### config.mk
export PLATFORM = sky130hd
export DESIGN_NAME = boot_autobaud
export DESIGN_NICKNAME = d
export VERILOG_FILES = /design/src/rtl/autobaud_pkg.sv /design/src/rtl/ab_span_meter.sv /design/src/rtl/ab_uart_tx.sv /design/src/rtl/ab_uart_rx.sv /design/src/rtl/boot_autobaud.sv
export SDC_FILE = /design/constraint.sdc
export NUM_CORES = 1
export LEC_CHECK = 0
export ABC_AREA = 1
export CAP_MARGIN = 20
export CORE_MARGIN = 2
export CORE_UTILIZATION = 65
export CTS_BUF_LIST = sky130_fd_sc_hd__clkbuf_4 sky130_fd_sc_hd__clkbuf_8 sky130_fd_sc_hd__clkbuf_16
export CTS_CLUSTER_SIZE = 10
export DETAILED_ROUTE_END_ITERATION = 8
export DONT_BUFFER_PORTS = 1
export GPL_TIMING_DRIVEN = 0
export MAX_ROUTING_LAYER = met4
export PLACE_DENSITY_LB_ADDON = 0.25
export SETUP_SLACK_MARGIN = 0.2
export SLEW_MARGIN = 5
export SYNTH_ARGS = -nofsm -noshare
export SYNTH_HDL_FRONTEND = slang
export SYNTH_SLANG_ARGS = --single-unit
### constraint.sdc
create_clock -name clk -period 7.65 [get_ports clk]
set_clock_uncertainty 0.15 [all_clocks]
set_input_delay 0 -clock clk [delete_from_list [all_inputs] [get_ports clk]]
set_output_delay 0 -clock clk [all_outputs]
set_load 0.02 [all_outputs]
### src/rtl/autobaud_pkg.sv
package autobaud_pkg;

    // start bit plus eight zero data bits of a 0x00 frame
    localparam int unsigned SPAN_BITS    = 9;
    localparam logic [7:0]  ACK_BYTE     = 8'h00;
    localparam logic [7:0]  CONFIRM_BYTE = 8'h55;

    typedef enum logic [2:0] {
        TOP_MEASURE,
        TOP_ACK_START,
        TOP_ACK_WAIT,
        TOP_CONFIRM,
        TOP_LOCKED,
        TOP_FAILED
    } top_state_e;

    typedef enum logic [2:0] {
        MS_SETTLE,
        MS_ARM,
        MS_EDGE,
        MS_COUNT,
        MS_HOLD
    } meter_state_e;

    typedef enum logic [2:0] {
        RX_OFF,
        RX_WAIT_HIGH,
        RX_WAIT_EDGE,
        RX_START,
        RX_DATA,
        RX_STOP,
        RX_END
    } rx_state_e;

endpackage

### src/rtl/ab_span_meter.sv
module ab_span_meter
    import autobaud_pkg::*;
#(
    parameter int unsigned SETTLE_CYCLES = 100,
    parameter int unsigned CNT_W         = 16,
    parameter int unsigned MIN_BIT_CLKS  = 16
) (
    input  logic             clk,
    input  logic             rst_n,
    input  logic             rxd_s,
    output logic             done,
    output logic             err,
    output logic [CNT_W-1:0] div
);

    localparam int unsigned SETTLE_W = $clog2(SETTLE_CYCLES + 1);
    localparam int unsigned MIN_SPAN = SPAN_BITS * MIN_BIT_CLKS;

    typedef struct packed {
        meter_state_e        st;
        logic [SETTLE_W-1:0] settle;
        logic [CNT_W-1:0]    span;
        logic [CNT_W-1:0]    div;
        logic                done;
        logic                err;
    } meter_regs_t;

    meter_regs_t q, d;

    logic [CNT_W:0] rnd_sum;
    logic [CNT_W:0] rnd_quot;

    // round to nearest: (span + 4) / 9
    assign rnd_sum  = {1'b0, q.span} + (CNT_W+1)'(4);
    assign rnd_quot = rnd_sum / (CNT_W+1)'(SPAN_BITS);

    always_comb begin
        d      = q;
        d.done = 1'b0;
        d.err  = 1'b0;
        case (q.st)
            MS_SETTLE: begin
                if (q.settle == SETTLE_W'(SETTLE_CYCLES - 1)) d.st = MS_ARM;
                else d.settle = q.settle + SETTLE_W'(1);
            end
            MS_ARM: begin
                if (rxd_s) d.st = MS_EDGE;
            end
            MS_EDGE: begin
                if (!rxd_s) begin
                    d.st   = MS_COUNT;
                    d.span = CNT_W'(1);
                end
            end
            MS_COUNT: begin
                if (!rxd_s) begin
                    if (q.span == {CNT_W{1'b1}}) begin
                        d.err = 1'b1;
                        d.st  = MS_HOLD;
                    end else begin
                        d.span = q.span + CNT_W'(1);
                    end
                end else begin
                    d.st = MS_HOLD;
                    if (q.span < CNT_W'(MIN_SPAN)) begin
                        d.err = 1'b1;
                    end else begin
                        d.div  = rnd_quot[CNT_W-1:0];
                        d.done = 1'b1;
                    end
                end
            end
            default: d.st = MS_HOLD;
        endcase
    end

    always_ff @(posedge clk or negedge rst_n) begin
        if (!rst_n) begin
            q <= '{st: MS_SETTLE, settle: '0, span: '0, div: '0, done: 1'b0, err: 1'b0};
        end else begin
            q <= d;
        end
    end

    assign done = q.done;
    assign err  = q.err;
    assign div  = q.div;

endmodule

### src/rtl/ab_uart_tx.sv
module ab_uart_tx #(
    parameter int unsigned DIV_W = 16
) (
    input  logic             clk,
    input  logic             rst_n,
    input  logic             start,
    input  logic [7:0]       data,
    input  logic [DIV_W-1:0] div,
    output logic             txd,
    output logic             busy,
    output logic             done
);

    typedef struct packed {
        logic             busy;
        logic [9:0]       frame;
        logic [3:0]       idx;
        logic [DIV_W-1:0] cnt;
        logic             done;
    } tx_regs_t;

    tx_regs_t q, d;

    always_comb begin
        d      = q;
        d.done = 1'b0;
        if (!q.busy) begin
            if (start) begin
                d.busy  = 1'b1;
                d.frame = {1'b1, data, 1'b0};
                d.idx   = 4'd0;
                d.cnt   = div - DIV_W'(1);
            end
        end else if (q.cnt == '0) begin
            if (q.idx == 4'd9) begin
                d.busy = 1'b0;
                d.done = 1'b1;
            end else begin
                d.idx   = q.idx + 4'd1;
                d.frame = {1'b1, q.frame[9:1]};
                d.cnt   = div - DIV_W'(1);
            end
        end else begin
            d.cnt = q.cnt - DIV_W'(1);
        end
    end

    always_ff @(posedge clk or negedge rst_n) begin
        if (!rst_n) begin
            q <= '{busy: 1'b0, frame: '1, idx: '0, cnt: '0, done: 1'b0};
        end else begin
            q <= d;
        end
    end

    assign txd  = q.busy ? q.frame[0] : 1'b1;
    assign busy = q.busy;
    assign done = q.done;

endmodule

### src/rtl/ab_uart_rx.sv
module ab_uart_rx
    import autobaud_pkg::*;
#(
    parameter int unsigned DIV_W = 16
) (
    input  logic             clk,
    input  logic             rst_n,
    input  logic             arm,
    input  logic             rxd_s,
    input  logic [DIV_W-1:0] div,
    output logic             done,
    output logic [7:0]       data,
    output logic             stop_ok
);

    typedef struct packed {
        rx_state_e        st;
        logic [DIV_W-1:0] cnt;
        logic [2:0]       idx;
        logic [7:0]       shreg;
        logic             done;
        logic             stop_ok;
    } rx_regs_t;

    rx_regs_t q, d;

    always_comb begin
        d      = q;
        d.done = 1'b0;
        case (q.st)
            RX_OFF: begin
                if (arm) d.st = RX_WAIT_HIGH;
            end
            RX_WAIT_HIGH: begin
                if (rxd_s) d.st = RX_WAIT_EDGE;
            end
            RX_WAIT_EDGE: begin
                if (!rxd_s) begin
                    d.st  = RX_START;
                    d.cnt = div >> 1;
                end
            end
            RX_START: begin
                if (q.cnt == '0) begin
                    if (rxd_s) begin
                        d.st = RX_WAIT_EDGE;
                    end else begin
                        d.st  = RX_DATA;
                        d.idx = 3'd0;
                        d.cnt = div - DIV_W'(1);
                    end
                end else begin
                    d.cnt = q.cnt - DIV_W'(1);
                end
            end
            RX_DATA: begin
                if (q.cnt == '0) begin
                    d.shreg = {rxd_s, q.shreg[7:1]};
                    d.cnt   = div - DIV_W'(1);
                    if (q.idx == 3'd7) d.st = RX_STOP;
                    else d.idx = q.idx + 3'd1;
                end else begin
                    d.cnt = q.cnt - DIV_W'(1);
                end
            end
            RX_STOP: begin
                if (q.cnt == '0) begin
                    d.done    = 1'b1;
                    d.stop_ok = rxd_s;
                    d.st      = RX_END;
                end else begin
                    d.cnt = q.cnt - DIV_W'(1);
                end
            end
            default: d.st = RX_END;
        endcase
    end

    always_ff @(posedge clk or negedge rst_n) begin
        if (!rst_n) begin
            q <= '{st: RX_OFF, cnt: '0, idx: '0, shreg: '0, done: 1'b0, stop_ok: 1'b0};
        end else begin
            q <= d;
        end
    end

    assign done    = q.done;
    assign data    = q.shreg;
    assign stop_ok = q.stop_ok;

endmodule

### src/rtl/boot_autobaud.sv
module boot_autobaud
    import autobaud_pkg::*;
#(
    parameter int unsigned SETTLE_CYCLES = 100,
    parameter int unsigned CNT_W         = 16,
    parameter int unsigned MIN_BIT_CLKS  = 16
) (
    input  logic             clk,
    input  logic             rst_n,
    input  logic             rxd,
    input  logic             blank_all_ones,
    output logic             txd,
    output logic [CNT_W-1:0] baud_div,
    output logic             locked,
    output logic             erase_req,
    output logic             fail
);

    typedef struct packed {
        top_state_e       st;
        logic [1:0]       sync;
        logic [CNT_W-1:0] div;
        logic             locked;
        logic             erase;
        logic             fail;
    } top_regs_t;

    top_regs_t q, d;

    logic             rxd_s;
    logic             m_done, m_err;
    logic [CNT_W-1:0] m_div;
    logic             tx_start, tx_busy, tx_done;
    logic             rx_arm, rx_done, rx_stop_ok;
    logic [7:0]       rx_data;

    assign rxd_s    = q.sync[1];
    assign tx_start = (q.st == TOP_ACK_START);
    assign rx_arm   = (q.st == TOP_CONFIRM);

    ab_span_meter #(
        .SETTLE_CYCLES (SETTLE_CYCLES),
        .CNT_W         (CNT_W),
        .MIN_BIT_CLKS  (MIN_BIT_CLKS)
    ) u_meter (
        .clk   (clk),
        .rst_n (rst_n),
        .rxd_s (rxd_s),
        .done  (m_done),
        .err   (m_err),
        .div   (m_div)
    );

    ab_uart_tx #(.DIV_W(CNT_W)) u_tx (
        .clk   (clk),
        .rst_n (rst_n),
        .start (tx_start),
        .data  (ACK_BYTE),
        .div   (q.div),
        .txd   (txd),
        .busy  (tx_busy),
        .done  (tx_done)
    );

    ab_uart_rx #(.DIV_W(CNT_W)) u_rx (
        .clk     (clk),
        .rst_n   (rst_n),
        .arm     (rx_arm),
        .rxd_s   (rxd_s),
        .div     (q.div),
        .done    (rx_done),
        .data    (rx_data),
        .stop_ok (rx_stop_ok)
    );

    always_comb begin
        d      = q;
        d.sync = {q.sync[0], rxd};
        case (q.st)
            TOP_MEASURE: begin
                if (m_err) begin
                    d.fail = 1'b1;
                    d.st   = TOP_FAILED;
                end else if (m_done) begin
                    d.div = m_div;
                    d.st  = TOP_ACK_START;
                end
            end
            TOP_ACK_START: begin
                if (tx_busy) d.st = TOP_ACK_WAIT;
            end
            TOP_ACK_WAIT: begin
                if (tx_done) d.st = TOP_CONFIRM;
            end
            TOP_CONFIRM: begin
                if (rx_done) begin
                    if (rx_stop_ok && (rx_data == CONFIRM_BYTE)) begin
                        d.locked = 1'b1;
                        d.erase  = ~blank_all_ones;
                        d.st     = TOP_LOCKED;
                    end else begin
                        d.fail = 1'b1;
                        d.st   = TOP_FAILED;
                    end
                end
            end
            default: d.st = q.st;
        endcase
    end

    always_ff @(posedge clk or negedge rst_n) begin
        if (!rst_n) begin
            q <= '{st: TOP_MEASURE, sync: 2'b11, div: '0,
                   locked: 1'b0, erase: 1'b0, fail: 1'b0};
        end else begin
            q <= d;
        end
    end

    assign baud_div  = q.div;
    assign locked    = q.locked;
    assign erase_req = q.erase;
    assign fail      = q.fail;

endmodule

==> After elaboration in Yosys (flattened, before gate mapping) <==
Index checks and enable logic that the tools add are counted.
W data, S select, Z words.
{ "classes": {"n_reduce_logical": 27, "bitwise": 4, "n_div": 1, "n_eq_ne": 42, "order_cmp": 1, "addsub": 8, "muxes": 56} }
{ "op_table": {"columns": ["op", "count"], "rows": [
  ["$mux W16", 7],
  ["$pmux W16 S4", 1],
  ["$mux W31", 2],
  ["$mux W3", 18],
  ["$sub A16 B1 Y16 const B", 3],
  ["$mux W19", 2],
  ["$logic_not A16 Y1", 2],
  ["$pmux W16 S2", 1],
  ["$mux W30", 1],
  ["$ne A2 B2 Y1 const B", 13],
  ["$pmux W3 S4", 2],
  ["$eq A3 B2 Y1 const B", 6],
  ["$ne A2 B1 Y1 const B", 9],
  ["$pmux W3 S6", 1],
  ["$add A16 B3 Y17 const B", 1],
  ["$div A17 B4 Y17 const B", 1],
  ["$add A16 B1 Y16 const B", 1],
  ["$eq A16 B16 Y1 const B", 1],
  ["$lt A16 B8 Y1 const B", 1],
  ["$reduce_and A4 Y1", 4],
  ["$mux W15", 1],
  ["$mux W1", 14],
  ["$reduce_and A3 Y1", 4],
  ["$mux W11", 1],
  ["22 further kinds", 42]
]} }
{ "word_totals": {"register_bits": 132, "input_bits": 4, "output_inout_bits": 20, "wordCells": 162} }

==> Logic depth before layout (Yosys ltp) <==
{ "logic_depth": {"ltp_word": 5, "depth_mapped": 75, "depth_no_buf": 74} }

==> Hierarchy <==
A second synthesis with hierarchy kept.
{ "unflattened": {"cells_unflattened": 1575, "hier_area_um2": 10719.0} }
{ "modules_own_cells": {"columns": ["module", "area_per_inst_um2", "instances", "seq_area_each_um2", "cells_per_inst"], "rows": [
  ["ab_span_meter", 3991.3, 1, 1051.0, 588],
  ["ab_uart_rx", 2904.0, 1, 800.8, 461],
  ["ab_uart_tx", 2472.4, 1, 813.3, 371],
  ["boot_autobaud", 1351.3, 1, 603.1, 155]
]} }

==> Least setup slack after synthesis <==
OpenSTA, ideal clock, no wires.
{ "synth_timing": {"kind": "reg-to-reg", "from": "register u_meter.q[21] (netlist bit)", "to": "register u_meter.q (netlist bit u_meter.div[0])", "setup_time_ps": 117, "path_stages_with_launch": 66, "t_arrival_ps": 5751, "n_path_buf": 0, "path_slack_ps": 1632, "cell_sequence": "dfrtp_1 -> ha_1 -> nand2_1 -> nor2_1 -> nand3_1 -> nand2_2 -> nand2_4 -> nor2_4 -> nand2_2 -> nand4_2 -> nand2_1 -> nand2_1 -> nand2_2 -> nand2_1 -> nand3_2 -> nand2_4 -> nand3_2 -> nand2_2 -> [30 not listed] -> nand2_2 -> nand3_1 -> nand3_2 -> nand2_2 -> nand2_4 -> nand2_4 -> nand2_2 -> inv_1 -> ha_1 -> nand2_1 -> inv_1 -> nand2_1 -> nand2_1 -> nand2_1 -> nand2_1 -> nand3_1 -> nand2_1 -> nand2_1"} }
{ "synth_between": {"elab_chain_cells": 3, "elab_cells_between_ends": 5} }
{ "synth_lines": {"columns": ["element", "line_no", "source"], "rows": [
  ["start: declaration", "ab_span_meter.sv:28", "meter_regs_t q, d;"],
  ["start signal: assignment", "ab_span_meter.sv:79", "q <= '{st: MS_SETTLE, settle: '0, span: '0, div: '0, done: 1'b0, err: 1'b0};"],
  ["branches (longest 3 deep; another with $add A16 B3 Y17)", null, null]
]} }
Parallel ways; which one is timed is not known.
A chain may end at the register's enable or synchronous reset.

==> Final worst setup path <==
Same ends and word-level chain as after synthesis.

==> flow_metrics.py <==
metrics = {
    "logic_synthesis": {
        "synthAdderAreaFrac": 0.0223,
        "async_flop_share": 1.00,
        "synth_xor_area_frac": 0.0436,
        "synth_cell_types": 62,
        "syn-instance-count": 1143,
        "synth_flop_cell": "dfrtp_1",
        "yosys_warnings": 0,
        "synth_compound_area_frac": 0.140,
        "synth_mux_area_frac": 0.00922,
        "synth_top_family_by_area": "simple AND/OR/NAND/NOR gates",
        "avgSynthCellArea_sq_um": 7.36,
        "yosys.area_share.simple": 0.304,
        "synth-seq-area-share": 0.383,
        "ys_ff_latch": 128,
        "syn-cell-area_sq_um": 8410,
        "synth_edf_count": 0,
    },
    "job": {
        "cap_violations": 0,
    },
    "timing": {
        "period_minus_slack_ps": 6770,
        "whs_ps": 23.3,
        "max_freq_mhz": 148,
        "tightest_slew_ps": 830,
        "final_hold_viol_count": 0,
        "slew_violations": 0,
        "fin_crit_sh": 0.885,
        "finalSetupViolCount": 0,
        "setup-tns-final_ps": 0,
        "maxSlewHeadroom": 0.442,
        "rsz0062_at_grt": "no",
    },
    "clock_network": {
        "clkSinkCount": 128,
        "cts_tree": "built",
        "clock_latency_ps": 430,
        "htree_levels": 4,
        "cts-root-buf": "clkbuf_16",
        "clk_path_buf_depth": 2,
        "clk_pin_slew_worst_paths_ps": 60,
        "cts_made_buffers": 17,
    },
    "setup_path": {
        "crit_top_cell": "nand2_2",
        "worstPathMaxFanout": 7,
        "cp_data_arrival_time_ps": 6930,
        "cp-end-kind": "flip-flop",
        "crit_family": "simple AND/OR/NAND/NOR gates",
        "slowest_stage": "dfrtp_2",
        "required_ps": 7810,
        "slowest_delay_ps": 410,
        "start_kind": "flip-flop",
        "cp_num_buf_inv": 3,
        "crit_type": "flip-flop to flip-flop",
    },
    "finish": {
        "seq_area_sq_um": 3230,
        "multi_input_area_sq_um": 4530,
        "antenna_cells": 0,
        "area_growth_pct": 14.0,
        "fill_cells": 973,
        "nNetsFinal": 1198,
        "layout-drive-gt1-share": 0.154,
    },
    "power_and_ir_drop": {
        "p_per_area_nw_per_um2": 164,
        "irDropWorstVdd_uv": 148,
        "p_leak_nw": 4.71,
    },
    "detailed_routing": {
        "dr.pass1.iters": 5,
        "avgRoutedWirePerCell_microns": 14.1,
        "finalWirelength_mm": 19.3,
        "drt_iter0_drc": 502,
        "drc": 0,
        "viasPerCell": 5.63,
        "postRouteAntennaNets": 0,
        "vias": 7677,
    },
    "global_routing": {
        "grt_pass1_wl_mm": 32.6,
        "grt.total_usage": 0.294,
        "grt_pass1_vias": 7165,
        "grt_start_max_net_pins": 129,
        "overflow": 0,
        "antenna_found_initial": 0,
    },
    "placement": {
        "port_buffers": 0,
        "hpwl_mm": 13.7,
        "gp_congestion": 0.926,
    },
    "floorplan": {
        "initial_core_util": 0.667,
        "io_pins": 24,
        "chipWidth_microns": 118,
        "die_h_microns": 118,
        "coreArea_sq_um": 12600,
        "rows": 41,
        "dieArea_sq_um": 13900,
    },
    "min_path": {
        "hold_path_class": "primary input to asynchronous set/reset pin",
    },
    "run_status": {
        "outcome": "finished, final reports clean",
    },
}
==> registers in the layout, summed over array words and instances, names as in the netlist <==
| register | count |
|---|---|
| u_tx.q | 30 |
| u_meter.q | 26 |
| u_rx.q | 22 |
| baud_div | 14 |
| u_meter.div | 14 |
| u_rx.data | 8 |
| q | 4 |
| d | 1 |
| erase_req | 1 |
| fail | 1 |
| locked | 1 |
| u_meter.done | 1 |
| u_meter.err | 1 |
| u_rx.done | 1 |
| u_rx.stop_ok | 1 |
| u_tx.busy | 1 |
| u_tx.done | 1 |
==> cell type report <==
cell class,count,share of cell area
Inverter,170,0.0668
Buffer,33,0.0200
Clock buffer,20,0.0480
Timing Repair Buffer,16,0.0157
Multi-Input combinational cell,813,0.472
Clock inverter,12,0.0189
Sequential cell,128,0.336
Tap cell,172,0.0224
==> layer usage <==
layer	GRT usage	part of all wire	vias up	wire [microns]
li1	-	-	3829	-
met1	0.358	0.42	3594	8190
met2	0.484	0.50	210	9650
met3	0.0528	0.045	44	866
met4	0.120	0.030	0	576
met5	-	0	-	0
==> logic make-up (layout without fill, tap and decap cells) <==
family / Yosys count / after routing
AND/OR/NAND/NOR: 548 / 548
buffers and inverters: 203 / 251
AO/OA/AOI/OAI: 200 / 200
flip-flops: 128 / 128
XOR/XNOR: 41 / 41
adder cells (fa/ha/maj): 15 / 15
multiplexers: 7 / 7
other: 1 / 2
==> synth_stat cells (5+ instances only) <==
cell type | number | share of area
nor2_1 | 108 | 0.048
o22ai_1 | 21 | 0.016
nor4_1 | 10 | 0.0074
dfrtp_1 | 116 | 0.35
xnor2_1 | 6 | 0.0062
xor2_1 | 34 | 0.035
nand2_1 | 249 | 0.11
clkbuf_1 | 15 | 0.0067
a21oi_1 | 37 | 0.022
inv_1 | 154 | 0.069
clkinv_1 | 6 | 0.0027
nand2_2 | 29 | 0.022
ha_1 | 15 | 0.022
o221ai_1 | 5 | 0.0052
dfstp_2 | 12 | 0.037
o21ai_0 | 89 | 0.053
nand2_4 | 7 | 0.0094
nand4_1 | 34 | 0.025
nor2_2 | 5 | 0.0037
nand3_1 | 62 | 0.037
nor3_1 | 21 | 0.012
nand3_2 | 6 | 0.0071
o21ai_1 | 9 | 0.0054
mux2_2 | 6 | 0.0080
inv_2 | 9 | 0.0040
buf_4 | 17 | 0.015
==> path summary, 6_finish.rpt <==
check,from,to,slack [ps],cells past startpoint
min in group clk,blank_all_ones,erase_req,80,2
max in group asynchronous,rst_n,u_meter.div[2],6780,2
worst max register to register,u_meter.q[21],u_meter.div[0],880,64
worst min-delay path,rst_n,u_meter.q[28],20,2
worst min register to register,d[20],q[20],200,0
worst max-delay path,u_meter.q[21],u_meter.div[0],880,64
==> report_power, final <==
group	leakage, nW	switching (mW)	internal, mW
clock	0.303	0.310	0.567
sequential	1.72	0.000111	0.679
combinational	2.69	0.0151	0.00372
total	4.71	0.325	1.25
==> through the flow <==
stage,cells,area (sq um),total power [mW],setup slack (ps),util
after floorplan,1144,8420,0.693,1630,-
after global placement,1316,8630,0.694,801,0.684
after detailed placement,1316,8630,0.694,676,0.684
after CTS,1353,9340,1.58,646,0.740
after global routing,1364,9590,1.62,129,0.760
final,1364,9590,1.58,880,0.760
==> timing repair <==
action | CTS | global route
setup endpoints to repair | 0 | 2
gates resized for setup | 0 | 46
hold buffers | 5 | 0
hold endpoints to repair | 130 | 0
buffers inserted | 0 | 11
==> cell usage in the layout (no fill, tap or decap), types with 5 or more instances in the layout <==
cell type,n
xor2_1,34
nor2_1,106
nor2_4,11
o21ai_1,9
o22ai_1,21
o21ai_0,88
o221ai_1,5
mux2_2,6
nand3_2,11
inv_2,10
xnor2_1,6
inv_1,153
nand2_2,34
nand3_1,56
dfstp_2,12
buf_4,27
ha_1,14
clkbuf_16,17
dfrtp_2,6
nand2_4,13
nand4_1,34
clkinv_1,6
nor4_1,10
a21oi_1,37
nand2_1,238
nor3_1,20
dfrtp_1,110
clkbuf_1,15
Power figures use the tool's default switching activity.
